[src/rtl/dma_arb_pkg.sv]
package dma_arb_pkg;

  localparam int NCH   = 4;
  localparam int IDX_W = 2;

  typedef enum logic [1:0] {
    ST_IDLE = 2'd0,
    ST_REQ  = 2'd1,
    ST_OWN  = 2'd2
  } own_state_e;

  // Channel index layout: bit 1 = serial port (0:A 1:B), bit 0 = direction (0:rx 1:tx).
  // sel[1] picks port-major (0) or direction-major (1) ranking; sel[0] puts B first.
  function automatic logic [IDX_W-1:0] rank_to_chan(input logic [1:0] sel,
                                                    input logic [IDX_W-1:0] rank);
    logic [IDX_W-1:0] base;
    base = sel[1] ? {rank[0], rank[1]} : rank;
    return base ^ {sel[0], 1'b0};
  endfunction

endpackage

[src/rtl/dma_req_mask.sv]
module dma_req_mask #(
  parameter int N_CH = dma_arb_pkg::NCH
) (
  input  logic [N_CH-1:0] req_i,
  input  logic [N_CH-1:0] en_i,
  output logic [N_CH-1:0] pend_o,
  output logic            any_o
);

  always_comb begin
    pend_o = req_i & en_i;
    any_o  = |pend_o;
  end

endmodule

[src/rtl/dma_prio_pick.sv]
module dma_prio_pick
  import dma_arb_pkg::*;
#(
  parameter int N_CH = NCH
) (
  input  logic [N_CH-1:0] pend_i,
  input  logic [1:0]      prio_i,
  output logic [N_CH-1:0] win_o
);

  logic [IDX_W-1:0] cand_ch [N_CH];

  for (genvar r = 0; r < N_CH; r++) begin : g_rank
    assign cand_ch[r] = rank_to_chan(prio_i, IDX_W'(r));
  end

  // Walk ranks from lowest to highest so the highest-ranked pending one wins.
  always_comb begin
    win_o = '0;
    for (int r = N_CH - 1; r >= 0; r--) begin
      if (pend_i[cand_ch[r]]) begin
        win_o = '0;
        win_o[cand_ch[r]] = 1'b1;
      end
    end
  end

endmodule

[src/rtl/dma_own_fsm.sv]
module dma_own_fsm
  import dma_arb_pkg::*;
#(
  parameter int N_CH = NCH
) (
  input  logic            clk,
  input  logic            rst,
  input  logic            any_pend_i,
  input  logic [N_CH-1:0] win_i,
  input  logic            release_mode_i,
  input  logic            bus_grant_i,
  input  logic            xfer_done_i,
  output logic            bus_req_o,
  output logic [N_CH-1:0] active_o
);

  own_state_e state_q;

  always_ff @(posedge clk) begin
    if (rst) begin
      state_q   <= ST_IDLE;
      bus_req_o <= 1'b0;
      active_o  <= '0;
    end else begin
      case (state_q)
        ST_IDLE: begin
          if (any_pend_i) begin
            state_q   <= ST_REQ;
            bus_req_o <= 1'b1;
          end
        end
        ST_REQ: begin
          if (bus_grant_i) begin
            if (any_pend_i) begin
              state_q  <= ST_OWN;
              active_o <= win_i;
            end else begin
              state_q   <= ST_IDLE;
              bus_req_o <= 1'b0;
            end
          end
        end
        ST_OWN: begin
          if (xfer_done_i) begin
            if (!release_mode_i && any_pend_i) begin
              active_o <= win_i;
            end else begin
              state_q   <= ST_IDLE;
              bus_req_o <= 1'b0;
              active_o  <= '0;
            end
          end
        end
        default: begin
          state_q   <= ST_IDLE;
          bus_req_o <= 1'b0;
          active_o  <= '0;
        end
      endcase
    end
  end

  assert_onehot_owner_R13: assert property (@(posedge clk) disable iff (rst)
    $onehot0(active_o));

  assert_owner_has_req_R4: assert property (@(posedge clk) disable iff (rst)
    (|active_o) |-> bus_req_o);

  assert_owner_stable_R12: assert property (@(posedge clk) disable iff (rst)
    ((|active_o) && !xfer_done_i) |=> $stable(active_o));

  assert_release_gap_R11: assert property (@(posedge clk) disable iff (rst)
    ((|active_o) && xfer_done_i && release_mode_i) |=> (!bus_req_o && active_o == '0));

  assert_hold_handoff_R9: assert property (@(posedge clk) disable iff (rst)
    ((|active_o) && xfer_done_i && !release_mode_i && any_pend_i) |=> (bus_req_o && (|active_o)));

  assert_hold_drop_R10: assert property (@(posedge clk) disable iff (rst)
    ((|active_o) && xfer_done_i && !any_pend_i) |=> (!bus_req_o && active_o == '0));

  assert_wait_grant_R3: assert property (@(posedge clk) disable iff (rst)
    (bus_req_o && active_o == '0 && !bus_grant_i) |=> (active_o == '0));

endmodule

[src/rtl/dma_bus_arbiter.sv]
module dma_bus_arbiter
  import dma_arb_pkg::*;
#(
  parameter int N_CH = NCH
) (
  input  logic            clk,
  input  logic            rst,
  input  logic [N_CH-1:0] req_i,
  input  logic [N_CH-1:0] chan_en_i,
  input  logic [1:0]      prio_sel_i,
  input  logic            release_mode_i,
  input  logic            bus_grant_i,
  input  logic            xfer_done_i,
  output logic            bus_req_o,
  output logic [N_CH-1:0] active_o
);

  logic [N_CH-1:0] pend;
  logic            any_pend;
  logic [N_CH-1:0] win;

  dma_req_mask #(.N_CH(N_CH)) u_mask (
    .req_i  (req_i),
    .en_i   (chan_en_i),
    .pend_o (pend),
    .any_o  (any_pend)
  );

  dma_prio_pick #(.N_CH(N_CH)) u_pick (
    .pend_i (pend),
    .prio_i (prio_sel_i),
    .win_o  (win)
  );

  dma_own_fsm #(.N_CH(N_CH)) u_fsm (
    .clk            (clk),
    .rst            (rst),
    .any_pend_i     (any_pend),
    .win_i          (win),
    .release_mode_i (release_mode_i),
    .bus_grant_i    (bus_grant_i),
    .xfer_done_i    (xfer_done_i),
    .bus_req_o      (bus_req_o),
    .active_o       (active_o)
  );

  assert_win_enabled_R2: assert property (@(posedge clk) disable iff (rst)
    (|win) |-> ((win & req_i & chan_en_i) == win));

  assert_win_when_pending_R4: assert property (@(posedge clk) disable iff (rst)
    ((req_i & chan_en_i) != '0) |-> $onehot(win));

endmodule

[config.mk]
export PLATFORM = sky130hd
export DESIGN_NAME = dma_bus_arbiter
export DESIGN_NICKNAME = d
export VERILOG_FILES = /design/src/rtl/dma_arb_pkg.sv /design/src/rtl/dma_req_mask.sv /design/src/rtl/dma_prio_pick.sv /design/src/rtl/dma_own_fsm.sv /design/src/rtl/dma_bus_arbiter.sv
export SDC_FILE = /design/constraint.sdc
export NUM_CORES = 1
export LEC_CHECK = 0
export BUFFER_PORTS_ARGS = -buffer_cell sky130_fd_sc_hd__buf_2
export CORE_AREA = 4 4 42 44
export DETAILED_ROUTE_END_ITERATION = 7
export DIE_AREA = 0 0 46 48
export HOLD_SLACK_MARGIN = 0.02
export PLACE_DENSITY = 0.72
export SYNTH_ARGS = -nofsm -noshare
export SYNTH_HDL_FRONTEND = slang
export SYNTH_SLANG_ARGS = --single-unit
[constraint.sdc]
create_clock -name clk -period 2.85 [get_ports clk]
set_input_delay 0.4275 -clock clk [delete_from_list [all_inputs] [get_ports clk]]
set_output_delay 0.4275 -clock clk [all_outputs]
set_load 0.03 [all_outputs]
# Word level (Yosys, flattened, before mapping)
# Index checks and enable logic that the tools add are counted.
# op_classes
n_lt_le_gt_ge,8
eq_ne,8
muxes,39
n_bitwise,5
reduce_logical,11
# ops
op,count
4-bit 2-to-1 mux,8
1-bit 2-to-1 mux,14
2-bit 2-to-1 mux,7
2-bit by 3-bit < comparator with 1-bit output (second input constant),4
4-bit case mux with 3 select lines,1
2-bit by 1-bit greater-or-equal comparator with 1-bit output (second input constant),4
2-bit != test (second input constant),4
4-bit AND reduction,2
1-bit binary-select mux with 2-bit select,3
1-bit demux with 2-bit select,3
2-bit case mux with 3 select lines,1
1-bit logical AND,5
5-bit AND reduction,1
4-bit bitwise AND,1
2-bit by 1-bit != test with 1-bit output (second input constant),2
4-bit OR reduction,1
2-bit bitwise XOR,2
1-bit case mux with 3 select lines,1
2-bit by 1-bit equality test with 1-bit output (second input constant),1
2-bit equality test (second input constant),1
2-bit logical NOT,1
2-bit NOT,1
1-bit demux with 1-bit select,1
1-bit logical NOT,1
1-bit NOT,1
# totals
reg_bits,7
inputBits,15
out_inout_bits,5
wordCells,74

# Longest topological paths before layout
# Gate-level depths: netlist of run 1.
# depth
word_depth,12
ltp_mapped,7
depth_no_buf,7

# Modules after synthesis
# Synthesis of run 1 repeated with hierarchy kept, for this count alone.
# hier_totals
cells_unflattened,82
hier_area_um2,763.2
# modules_own_cells
module,n_inst,cells_per_inst,area_per_inst_um2,seq_area_each_um2
dma_own_fsm,1,42,431.7,140.1
dma_prio_pick,1,35,296.5,0.0
dma_req_mask,1,5,35.0,0.0

# Worst setup path before layout of run 1
# Ideal clock, no wire load.
# synth_path
path_type,input -> register
start,input prio_sel_i[1]
end,register u_fsm.active_o[0]
setup_ns,0.117
arrival_ns,2.013
t_required_ns,2.733
setup_slack_ns,0.720
path_stages,6
path_buffers,0
cell_sequence,inv_1 ha_1 mux4_2 nor2b_4 a221o_1 a32o_1
# synth_via
elab_chain_cells,12
elab_cells_between_ends,26
cone_classes,4 x order compare; 18 x mux; 2 x bitwise; 2 x reduce/logical
# synth_lines
item,line_no,text
start: declaration,dma_bus_arbiter.sv:10,"input logic [1:0] prio_sel_i,"
2-bit 2-to-1 mux,dma_arb_pkg.sv:17,"base = sel[1] ? {rank[0], rank[1]} : rank;"
2-bit bitwise XOR,dma_arb_pkg.sv:18,"return base ^ {sel[0], 1'b0};"
2-bit by 3-bit < comparator with 1-bit output (implied by the code) or 2-bit by 1-bit greater-or-equal comparator with 1-bit output (tied branches),dma_prio_pick.sv:23,win_o[cand_ch[r]] = 1'b1;
1-bit logical AND (implied by the code),dma_prio_pick.sv:23,
1-bit 2-to-1 mux (implied by the code),dma_prio_pick.sv:23,
1-bit demux with 2-bit select,--,
4-bit 2-to-1 mux,dma_prio_pick.sv:21,if (pend_i[cand_ch[r]]) begin
4-bit 2-to-1 mux * (2 in a row),dma_prio_pick.sv:21,
"4-bit 2-to-1 mux, on equally long branches","dma_own_fsm.sv:45, dma_own_fsm.sv:34",
"4-bit 2-to-1 mux, on equally long branches","dma_own_fsm.sv:44, dma_own_fsm.sv:33",
4-bit case mux with 3 select lines *,dma_own_fsm.sv:25,case (state_q)
end signal: assignment,dma_own_fsm.sv:36,active_o <= win_i;
end signal: assignment,dma_own_fsm.sv:46,active_o <= win_i;
end: declaration,dma_own_fsm.sv:14,output logic [N_CH-1:0] active_o
# Every way passes the cells marked *; elsewhere a longest branch is shown, timed or not. The select of a mux whose other input is x is not followed.
# A chain may end at the register's enable or synchronous reset.

# Worst setup path in the final report of run 1
# layout_path
start,input prio_sel_i[0]
end,register u_fsm.active_o[0]
# layout_via
elab_chain_cells,12
elab_cells_between_ends,40
cone_classes,8 x order compare; 25 x mux; 3 x bitwise; 4 x reduce/logical
# layout_lines
item,line_no
2-bit NOT (no source line),--
2-bit by 3-bit < comparator with 1-bit output (implied by the code) or 2-bit by 1-bit greater-or-equal comparator with 1-bit output (tied branches),dma_prio_pick.sv:23
1-bit logical AND (implied by the code),dma_prio_pick.sv:23
1-bit 2-to-1 mux (implied by the code),dma_prio_pick.sv:23
1-bit demux with 2-bit select,--
4-bit 2-to-1 mux (3 in a row),dma_prio_pick.sv:21
4-bit 2-to-1 mux *,dma_prio_pick.sv:21
"4-bit 2-to-1 mux, on equally long branches","dma_own_fsm.sv:45, dma_own_fsm.sv:34"
"4-bit 2-to-1 mux, on equally long branches","dma_own_fsm.sv:44, dma_own_fsm.sv:33"
4-bit case mux with 3 select lines *,dma_own_fsm.sv:25
# Marks and branches as above.

==> results of run 1 <==
## critical path: stages
cell	delay (ps)
buf_2	200
inv_1	100
ha_1	330
mux4_2	570
nor2b_4	160
a221o_1	290
a32o_1	250
## placed cells by master, fill, tap and decap left out, types with 2 or more instances in the layout
master    netlist  final
ha_1            9      9
nor2_1          7      7
a211oi_1        2      2
o21ai_0         4      4
o21ai_1         2      2
buf_2           1     19
nand2_1         6      6
a21oi_1         4      4
dfxtp_1         7      7
a32o_1          3      3
inv_1           8      8
nand3_1         2      2
or2_0           2      2
mux4_2          2      2
clkbuf_4        0      3
## synthesized netlist by cell type
master and n:
a32o_1 3, nand3_1 2, o21ai_0 4, a21o_1 1, dfxtp_1 7, nor2_1 7
or2_0 2, mux4_2 2, nor4_1 1, o211ai_1 1, or3_1 1, nor3_1 1
o22ai_1 1, and2b_1 1, a31oi_1 1, nand2b_1 1, buf_2 1, nand4_1 1
o2bb2ai_1 1, nor2b_4 1, nand2_1 6, a21oi_1 4, or4_1 1, a222oi_1 1
and2_1 1, ha_1 9, nand2_2 1, inv_1 8, a221o_1 1, a211oi_1 2
and3_1 1, o21ai_1 2, o21a_1 1
## registers in the layout, summed over array words and instances, names as in the netlist
signal           flops
u_fsm.bus_req_o      1
u_fsm.active_o       4
u_fsm.state_q        2
## final timing paths
kind | startpoint | endpoint | slack [ps] | depth (start not counted)
max | prio_sel_i[0] | u_fsm.active_o[0] | 680 | 7
min | rst | u_fsm.bus_req_o | 400 | 2
max reg2reg | u_fsm.state_q[0] | u_fsm.active_o[2] | 840 | 7
min reg2reg | u_fsm.active_o[2] | u_fsm.active_o[2] | 460 | 1
## layout make-up
type | instances | area, um^2 | area share, %
Multi-Input combinational cell | 62 | 465 | 59.9
Sequential cell | 7 | 140 | 18.0
Clock buffer | 4 | 26.3 | 3.38
Tap cell | 16 | 20.0 | 2.58
Inverter | 8 | 30.0 | 3.86
Timing Repair Buffer | 19 | 95.1 | 12.2
## metal layers
layer / global-route usage [%] / part of all wire (%) / vias up / wire, um
met5: 0 / 0 / - / 0
met3: 2.26 / 5.6 / 5 / 82
li1: - / - / 330 / -
met1: 16.5 / 42 / 295 / 615
met2: 26.9 / 49 / 20 / 723
met4: 10.2 / 3.1 / 0 / 46
## power breakdown
group,internal (mW),leakage (nW),switching [mW]
sequential,0.110,0.0570,0.00847
clock,0.0535,0.0150,0.0374
combinational,0.0630,0.297,0.0893
total,0.226,0.369,0.135
## kinds of logic after synthesis
logic type               after synthesis  synth area share (%)
AO/OA/AOI/OAI                         23                  24.8
flip-flops                             7                  21.9
multiplexers                           2                  7.03
buffers and inverters                  9                  5.47
AND/OR/NAND/NOR                       28                  23.2
adder cells (fa/ha/maj)                9                  17.6
## per-stage QoR
stage               cell area [um^2]  hold WS (ps)  std cells  total power, mW
global route                     777           405        116            0.395
global placement                 751           446        112            0.269
CTS                              777           398        116            0.364
detailed placement               751           442        112            0.273
finish                           777           400        116            0.361
floorplan                        641           460         78            0.230
==> run metrics, run 1 <==
number of global-route vias before repair=approximately 580; power density relative to cell area=roughly 470 nW/um^2; number of antenna violations at the first check in global routing=0; Final Max Slew Viols=0; Cells after Synth=78; Routed WL=around 1500 um; Post CTS Setup Buffer Count=0; hold violation count in the final report=0; post-detail-place hpwl=between 1000 and 1500 um; first-pass GRT wire length=about 2400 um; worst-margin pin slew=between 400 and 500 ps; portion of the clock cycle consumed by the worst path in the final layout=about three quarters; fraction of final layout cells with drive strength greater than 1=a little over a quarter; Final Setup Violations=0; utilization after layout=between 50% and 60%; number of different library cells in the post-synthesis netlist=33; layout net count=125; total of buffers placed on input and output ports=19; kind of critical path=in -> reg; total via count after detailed routing=650; final worst slack=~680 ps; maximum capacitance violations=0; cell type with the highest aggregate area in the netlist=dfxtp_1; CTS Hold Buffers Added=0; sort of element at the start of the critical path=primary input; number of I/O pins=20; WP data required=about 3000 ps; CP Max Fanout=11; weighted congestion reported at the end of routability-driven placement=0.766; DRC Markers=0; pre-CTS setup slack=~410 ps; post-synthesis instance area=641 um^2; first drt pass iteration count=4; result of the run=completed; fill cell total of the finished layout=between 150 and 200; average instance area after synthesis=a little over 8 um^2; total leakage power=0.369 nW; die boundary width=~46 um; achievable frequency=approximately 460 MHz; max_slew headroom=between 60% and 70%; height of the die=approximately 48 um; final critical-path required period=2170 ps; via count normalized by instance count=5.60; Resized cells post-CTS=0; clock tree from TritonCTS=yes; total routing usage reported by global routing=between 10% and 20%; clock root buffer master=clkbuf_4; clock transition at the registers of the reported paths=around 50 ps; wire length per cell=roughly 13 um; fraction of the yosys area taken by sequential cells=between 20% and 30%; total core area=~1400 um^2; remaining antenna violation count after routing=0; area growth from synthesis to final layout=21.3%; worst min path class=in -> reg; number of H-tree levels=1; Critical Path End Type=flop; flip-flop and latch count after synthesis=7; top area cells in the synthesized netlist=dfxtp_1 (22%), ha_1 (18%), mux4_2 (7.0%); maximum ir drop on the vdd rail=approximately 0.22 mV; insertion delay of the later-clocked pin in the worst-skew pair=approximately 250 ps; effective utilization at floorplan=roughly 45%; setup tns final=0 ps; arrival time reported for the critical path endpoint=2320 ps; detailed router's first-iteration violation count=8; net count after synthesis=~100; largest net degree at the start of global routing=12; Setup Skew=0.100 ps; number of clock sinks=7; maximum root-to-sink buffer count=2; diode count=0; Num CTS Buffers=3; Ys Warns=0; number of placement rows=14; RSZ-0062 raised after global routing=no; Die Footprint=2210 um^2; post-synth top area share=a little over a fifth; global route overflow=0
Note: power is estimated with default switching activity, not from simulation.
==> run 2, diff against run 1 <==
--- a/config.mk
+++ b/config.mk
@@ -5,12 +5,13 @@
 export SDC_FILE = /design/constraint.sdc
 export NUM_CORES = 1
 export LEC_CHECK = 0
+export ABC_AREA = 1
 export BUFFER_PORTS_ARGS = -buffer_cell sky130_fd_sc_hd__buf_2
-export CORE_AREA = 4 4 42 44
+export CORE_AREA = 4 4 45 47
 export DETAILED_ROUTE_END_ITERATION = 7
-export DIE_AREA = 0 0 46 48
+export DIE_AREA = 0 0 49 51
 export HOLD_SLACK_MARGIN = 0.02
-export PLACE_DENSITY = 0.72
+export PLACE_DENSITY = 0.73
 export SYNTH_ARGS = -nofsm -noshare
 export SYNTH_HDL_FRONTEND = slang
 export SYNTH_SLANG_ARGS = --single-unit
==> constraint.sdc (replaced) <==
create_clock -name clk -period 2.2 [get_ports clk]
set_input_delay 0.33 -clock clk [delete_from_list [all_inputs] [get_ports clk]]
set_output_delay 0.33 -clock clk [all_outputs]
set_load 0.03 [all_outputs]
==> run metrics, run 2 <==
result of the run=completed; total leakage power=0.473 nW; total of buffers placed on input and output ports=19; most common library cell in the layout ignoring fill and taps=nand2_1; Largest register FFs=4; top area cells in the synthesized netlist=dfxtp_1 (18%), ha_1 (14%), nand2_1 (10%); height of the die=51 um; diode count=0; effective utilization at floorplan=47.1%; post-synth top area share=between 10% and 20%; maximum root-to-sink buffer count=2; worst-margin pin slew=approximately 230 ps; clock transition at the registers of the reported paths=50 ps; clock root buffer master=clkbuf_4; max_slew headroom=84.8%; total routing usage reported by global routing=roughly 15%; number of I/O pins=20; WP data required=around 2400 ps; maximum ir drop on the vdd rail=a little under 0.4 mV; worst min path class=in -> reg; number of placement rows=15; Critical Path End Type=flop; first drt pass iteration count=4; Ys Warns=0; Routed WL=1620 um; commonest cells in the netlist=nand2_1 (21), nand3_1 (15), inv_1 (10); top flip-flop cell by instance count after synthesis=dfxtp_1; arrival time reported for the critical path endpoint=between 1500 and 2000 ps; number of antenna violations at the first check in global routing=0; largest net degree at the start of global routing=9; Resized cells post-CTS=0; Final Max Slew Viols=0; Setup Skew=~0.9 ps; Die Footprint=about 2500 um^2; total via count after detailed routing=about 760; clock tree from TritonCTS=yes; Post CTS Setup Buffer Count=0; remaining antenna violation count after routing=0; weighted congestion reported at the end of routability-driven placement=between 0.8 and 0.9; Largest delay share family, worst path=simple AND/OR/NAND/NOR gates; insertion delay of the later-clocked pin in the worst-skew pair=250 ps; commonest cells after routing, fill and taps aside=nand2_1 (21), buf_2 (19), nand3_1 (15); DRC Markers=0; most flop-heavy register=u_fsm.active_o; Final Setup Violations=0; power density relative to cell area=approximately 800 nW/um^2; utilization after layout=55.8%; achievable frequency=roughly 670 MHz; portion of the clock cycle consumed by the worst path in the final layout=approximately 67%; total core area=between 1500 and 2000 um^2; sort of element at the start of the critical path=flop; number of H-tree levels=1; CTS Hold Buffers Added=0; cell with the most instances after synthesis=nand2_1; number of global-route vias before repair=roughly 770; number of different library cells in the post-synthesis netlist=21; die boundary width=49 um; area growth from synthesis to final layout=18.3%; via count normalized by instance count=around 5; slowest cell on the critical path=dfxtp_1; registers with the most flip-flops=u_fsm.active_o (4), u_fsm.state_q (2), u_fsm.bus_req_o (1); combined buffer and inverter count along the critical path=1; detailed router's first-iteration violation count=6; kind of critical path=reg -> reg; post-detail-place hpwl=1430 um; Num CTS Buffers=3; hold violation count in the final report=0; final critical-path required period=around 1500 ps; number of clock sinks=7; maximum capacitance violations=0; layout net count=roughly 160; average instance area after synthesis=between 7 and 8 um^2; flip-flop and latch count after synthesis=7; RSZ-0062 raised after global routing=no; number of enable flip-flop cells after synthesis=0; Cells after Synth=roughly 110; global route overflow=0; CP Max Fanout=4; post-synthesis instance area=778 um^2; wire length per cell=about 11 um; fraction of final layout cells with drive strength greater than 1=about two fifths; max incr delay on CP=roughly 330 ps; cell type with the highest aggregate area in the netlist=dfxtp_1; net count after synthesis=~130; Cell Chain, Critical Path=inv_1, ha_1, nand2_1, nand3b_2, nand3b_4, nor2_2, nand3_1, a21oi_1; first-pass GRT wire length=approximately 3000 um; post-synthesis async set-or-reset flop share=0%; setup tns final=0 ps; fraction of the yosys area taken by sequential cells=roughly 18%
## run 2: metrics by stage
step                setup WS [ps]  instance area [um^2]  hold WS [ps]  instances  total power, mW
floorplan                     800                   778           399        107            0.537
global placement              560                   895           450        143            0.614
detailed placement            481                   895           451        143            0.630
CTS                           686                   921           319        147            0.750
global route                  545                   921           316        147            0.819
finish                        715                   921           328        147            0.736
## run 2: logic make-up after synthesis
kind of cell	synth area share, %
compound gates	10.3
fa+ha+maj	14.5
buf+inv	6.27
flops	18.0
simple gates	51.0
## run 2: final cells by class
class | count | area [um^2]
clock buffer | 4 | 26.3
inverter | 13 | 48.8
tap | 17 | 21.3
timing repair buffer | 19 | 95.1
sequential | 7 | 140
multi-input combinational | 87 | 589
fill | 172 | 731
## run 2: routing by layer
metal / global-route usage (%) / vias up / wire [um]
met3: 5.54 / 0 / 83
met1: 14.8 / 344 / 626
met2: 29.6 / 18 / 914
met5: 0 / - / 0
met4: 2.69 / 0 / 0
li1: - / 393 / -
## run 2: path summary, 6_finish.rpt
check / startpoint / end / slack (ps) / depth (start not counted)
worst min register to register: u_fsm.active_o[2] / u_fsm.active_o[2] / 460 / 2
worst min-delay path: rst / u_fsm.active_o[2] / 330 / 2
worst max register to register: u_fsm.state_q[1] / u_fsm.active_o[1] / 720 / 8
worst max-delay path: u_fsm.state_q[1] / u_fsm.active_o[1] / 720 / 8
## run 2: where the power goes
part           internal (mW)  total [mW]  switching, mW
clock                 0.0690       0.114         0.0446
combinational          0.180       0.452          0.272
sequential             0.156       0.170         0.0142
==> run 3, diff against run 2 <==
--- a/config.mk
+++ b/config.mk
@@ -7,11 +7,11 @@
 export LEC_CHECK = 0
 export ABC_AREA = 1
 export BUFFER_PORTS_ARGS = -buffer_cell sky130_fd_sc_hd__buf_2
-export CORE_AREA = 4 4 45 47
+export CORE_AREA = 4 4 51 44
 export DETAILED_ROUTE_END_ITERATION = 7
-export DIE_AREA = 0 0 49 51
+export DIE_AREA = 0 0 55 48
 export HOLD_SLACK_MARGIN = 0.02
-export PLACE_DENSITY = 0.73
+export PLACE_DENSITY = 0.72
 export SYNTH_ARGS = -nofsm -noshare
 export SYNTH_HDL_FRONTEND = slang
 export SYNTH_SLANG_ARGS = --single-unit
==> constraint.sdc (replaced) <==
create_clock -name clk -period 1.2 [get_ports clk]
set_input_delay 0.18 -clock clk [delete_from_list [all_inputs] [get_ports clk]]
set_output_delay 0.18 -clock clk [all_outputs]
set_load 0.03 [all_outputs]
==> run metrics, run 3 (synthesized netlist as in run 2, its figures left out) <==
result of the run=finished, violations left; violations in the final reports=setup timing; Reg power frac=19.4%; area growth from synthesis to final layout=45.7%; Critical Path End Type=flop; Final Setup Violations=7; clock root buffer master=clkbuf_4; R2R depth=9; largest net degree at the start of global routing=8; WP data required=about 1400 ps; end point of the critical path=u_fsm.active_o[2]; insertion delay of the later-clocked pin in the worst-skew pair=~250 ps; Routed WL=1840 um; most flop-heavy register=u_fsm.active_o; clock tree from TritonCTS=yes; setup tns final=-555 ps; Num CTS Buffers=3; max incr delay on CP=approximately 370 ps; global route overflow=0; diode count=0; total core area=between 1500 and 2000 um^2; P_int=between 1 and 1.5 mW; origin of the worst setup path=u_fsm.state_q[1]; worst min path class=in -> reg; Setup Skew=roughly 1.2 ps; height of the die=around 48 um; final critical-path required period=about 1300 ps; RSZ-0062 raised after global routing=yes; CTS Hold Buffers Added=0; number of I/O pins=20; endpoint of the most critical register-to-register path=u_fsm.active_o[2]; power density relative to cell area=1620 nW/um^2; relative contribution of the clock network to total power=between 10% and 20%; arrival time reported for the critical path endpoint=approximately 1500 ps; Final Max Slew Viols=0; number of placement rows=14; total routing usage reported by global routing=~16%; Sw Pwr=0.820 mW; fraction of final layout cells with drive strength greater than 1=~57%; registers with the most flip-flops=u_fsm.active_o (4), u_fsm.state_q (2), u_fsm.bus_req_o (1); effective utilization at floorplan=a little over two fifths; sort of element at the start of the critical path=flop; total leakage power=0.539 nW; achievable frequency=approximately 760 MHz; fraction of power spent switching nets=44.8%; launch point of the worst reg-to-reg path=u_fsm.state_q[1]; Cell Chain, Critical Path=inv_4, ha_4, nand2_4, nand3b_4, a21oi_4, nand3_2, nor2_2, nand2_1, a21oi_1; layout net count=164; wire length per cell=between 10 and 15 um; maximum capacitance violations=0; number of clock sinks=7; portion of the clock cycle consumed by the worst path in the final layout=110%; most common library cell in the layout ignoring fill and taps=buf_2; kind of critical path=reg -> reg; instance area after placement=1070 um^2; slack of the worst reg-to-reg path=-120 ps; max_slew headroom=85.7%; maximum ir drop on the vdd rail=about 1 mV; total via count after detailed routing=792; first-pass GRT wire length=slightly above 3000 um; number of H-tree levels=1; hold violation count in the final report=0; Gate power share=between 60% and 70%; total of buffers placed on input and output ports=19; DRC Markers=0; Largest register FFs=4; weighted congestion reported at the end of routability-driven placement=between 0.8 and 0.9; CP Max Fanout=3; remaining antenna violation count after routing=0; number of antenna violations at the first check in global routing=0; number of global-route vias before repair=770; Die Footprint=~2600 um^2; detailed router's first-iteration violation count=12; first drt pass iteration count=4; final standard cell area without fillers=around 1100 um^2; post-detail-place hpwl=roughly 1600 um; die boundary width=roughly 55 um; maximum root-to-sink buffer count=2; clock transition at the registers of the reported paths=about 50 ps; final worst slack=-119 ps; worst-margin pin slew=215 ps; fill cell total of the finished layout=167; commonest cells after routing, fill and taps aside=buf_2 (19), nand2_1 (17), nand3_1 (14); via count normalized by instance count=a little under 5; slowest cell on the critical path=dfxtp_4
-- run 3: cell count changes in the layout (fill, tap and decap cells not counted), sizes merged --
| cell | before | now |
|---|---|---|
| buf | 19 | 28 |
-- run 3: routing by layer --
metal | up-vias | track usage, % | part of all wire, %
li1 | 410 | - | -
met1 | 367 | 17.5 | 41
met2 | 15 | 31.6 | 55
met3 | 0 | 5.61 | 4.1
met4 | 0 | 1.46 | 0
met5 | - | 0 | 0
-- run 3: area by class of cell --
class	instances	area (um^2)	area share, %
sequential	7	145	12.8
tap	24	30.0	2.65
inverter	13	53.8	4.75
timing repair buffer	28	175	15.5
multi-input combinational	87	703	62.0
clock buffer	4	26.3	2.32
-- run 3: how the worst min path moves through the flow --
stage / slack (ps) / depth (start not counted) / from / endpoint
after floorplan: 240 / 1 / rst / u_fsm.state_q[1]
after global placement: 430 / 2 / rst / u_fsm.state_q[1]
after detailed placement: 440 / 2 / rst / u_fsm.state_q[1]
after CTS: 160 / 2 / rst / u_fsm.state_q[1]
after global routing: 160 / 2 / rst / u_fsm.active_o[3]
final: 170 / 2 / rst / u_fsm.active_o[3]
-- run 3: metrics by stage --
step / setup WS, ps / total power, mW / hold WS [ps] / util (%) / cells
2_1_floorplan: -17.3 / 1.20 / 244 / - / 107
3_3_place_gp: -142 / 1.49 / 430 / 60.7 / 159
3_5_place_dp: -151 / 1.53 / 437 / 60.7 / 159
4_1_cts: -153 / 1.82 / 165 / 63.3 / 163
5_1_grt: -217 / 1.96 / 164 / 64.1 / 163
6_report: -119 / 1.83 / 168 / 64.1 / 163
-- run 3: power by group through the flow --
stage / Clock, mW / Combinational [mW] / Sequential (mW)
floorplan: 0 / 0.810 / 0.390
global placement: 0 / 1.14 / 0.349
detailed placement: 0 / 1.17 / 0.357
CTS: 0.220 / 1.24 / 0.358
global route: 0.242 / 1.36 / 0.362
finish: 0.216 / 1.26 / 0.356
-- run 3: timing repair --
action                                  4_1_cts  5_1_grt
setup buffers                                 0        0
endpoints found under the setup margin        7        7
pin swaps                                     0        1
resized for setup                             5        4
-- run 3: worst max-delay path, delay by kind of cell (launching register included) --
kind | cells | cell delay (ps)
simple gates | 5 | 410
fa+ha+maj | 1 | 180
compound gates | 2 | 250
flops | 1 | 370
buf+inv | 1 | 50
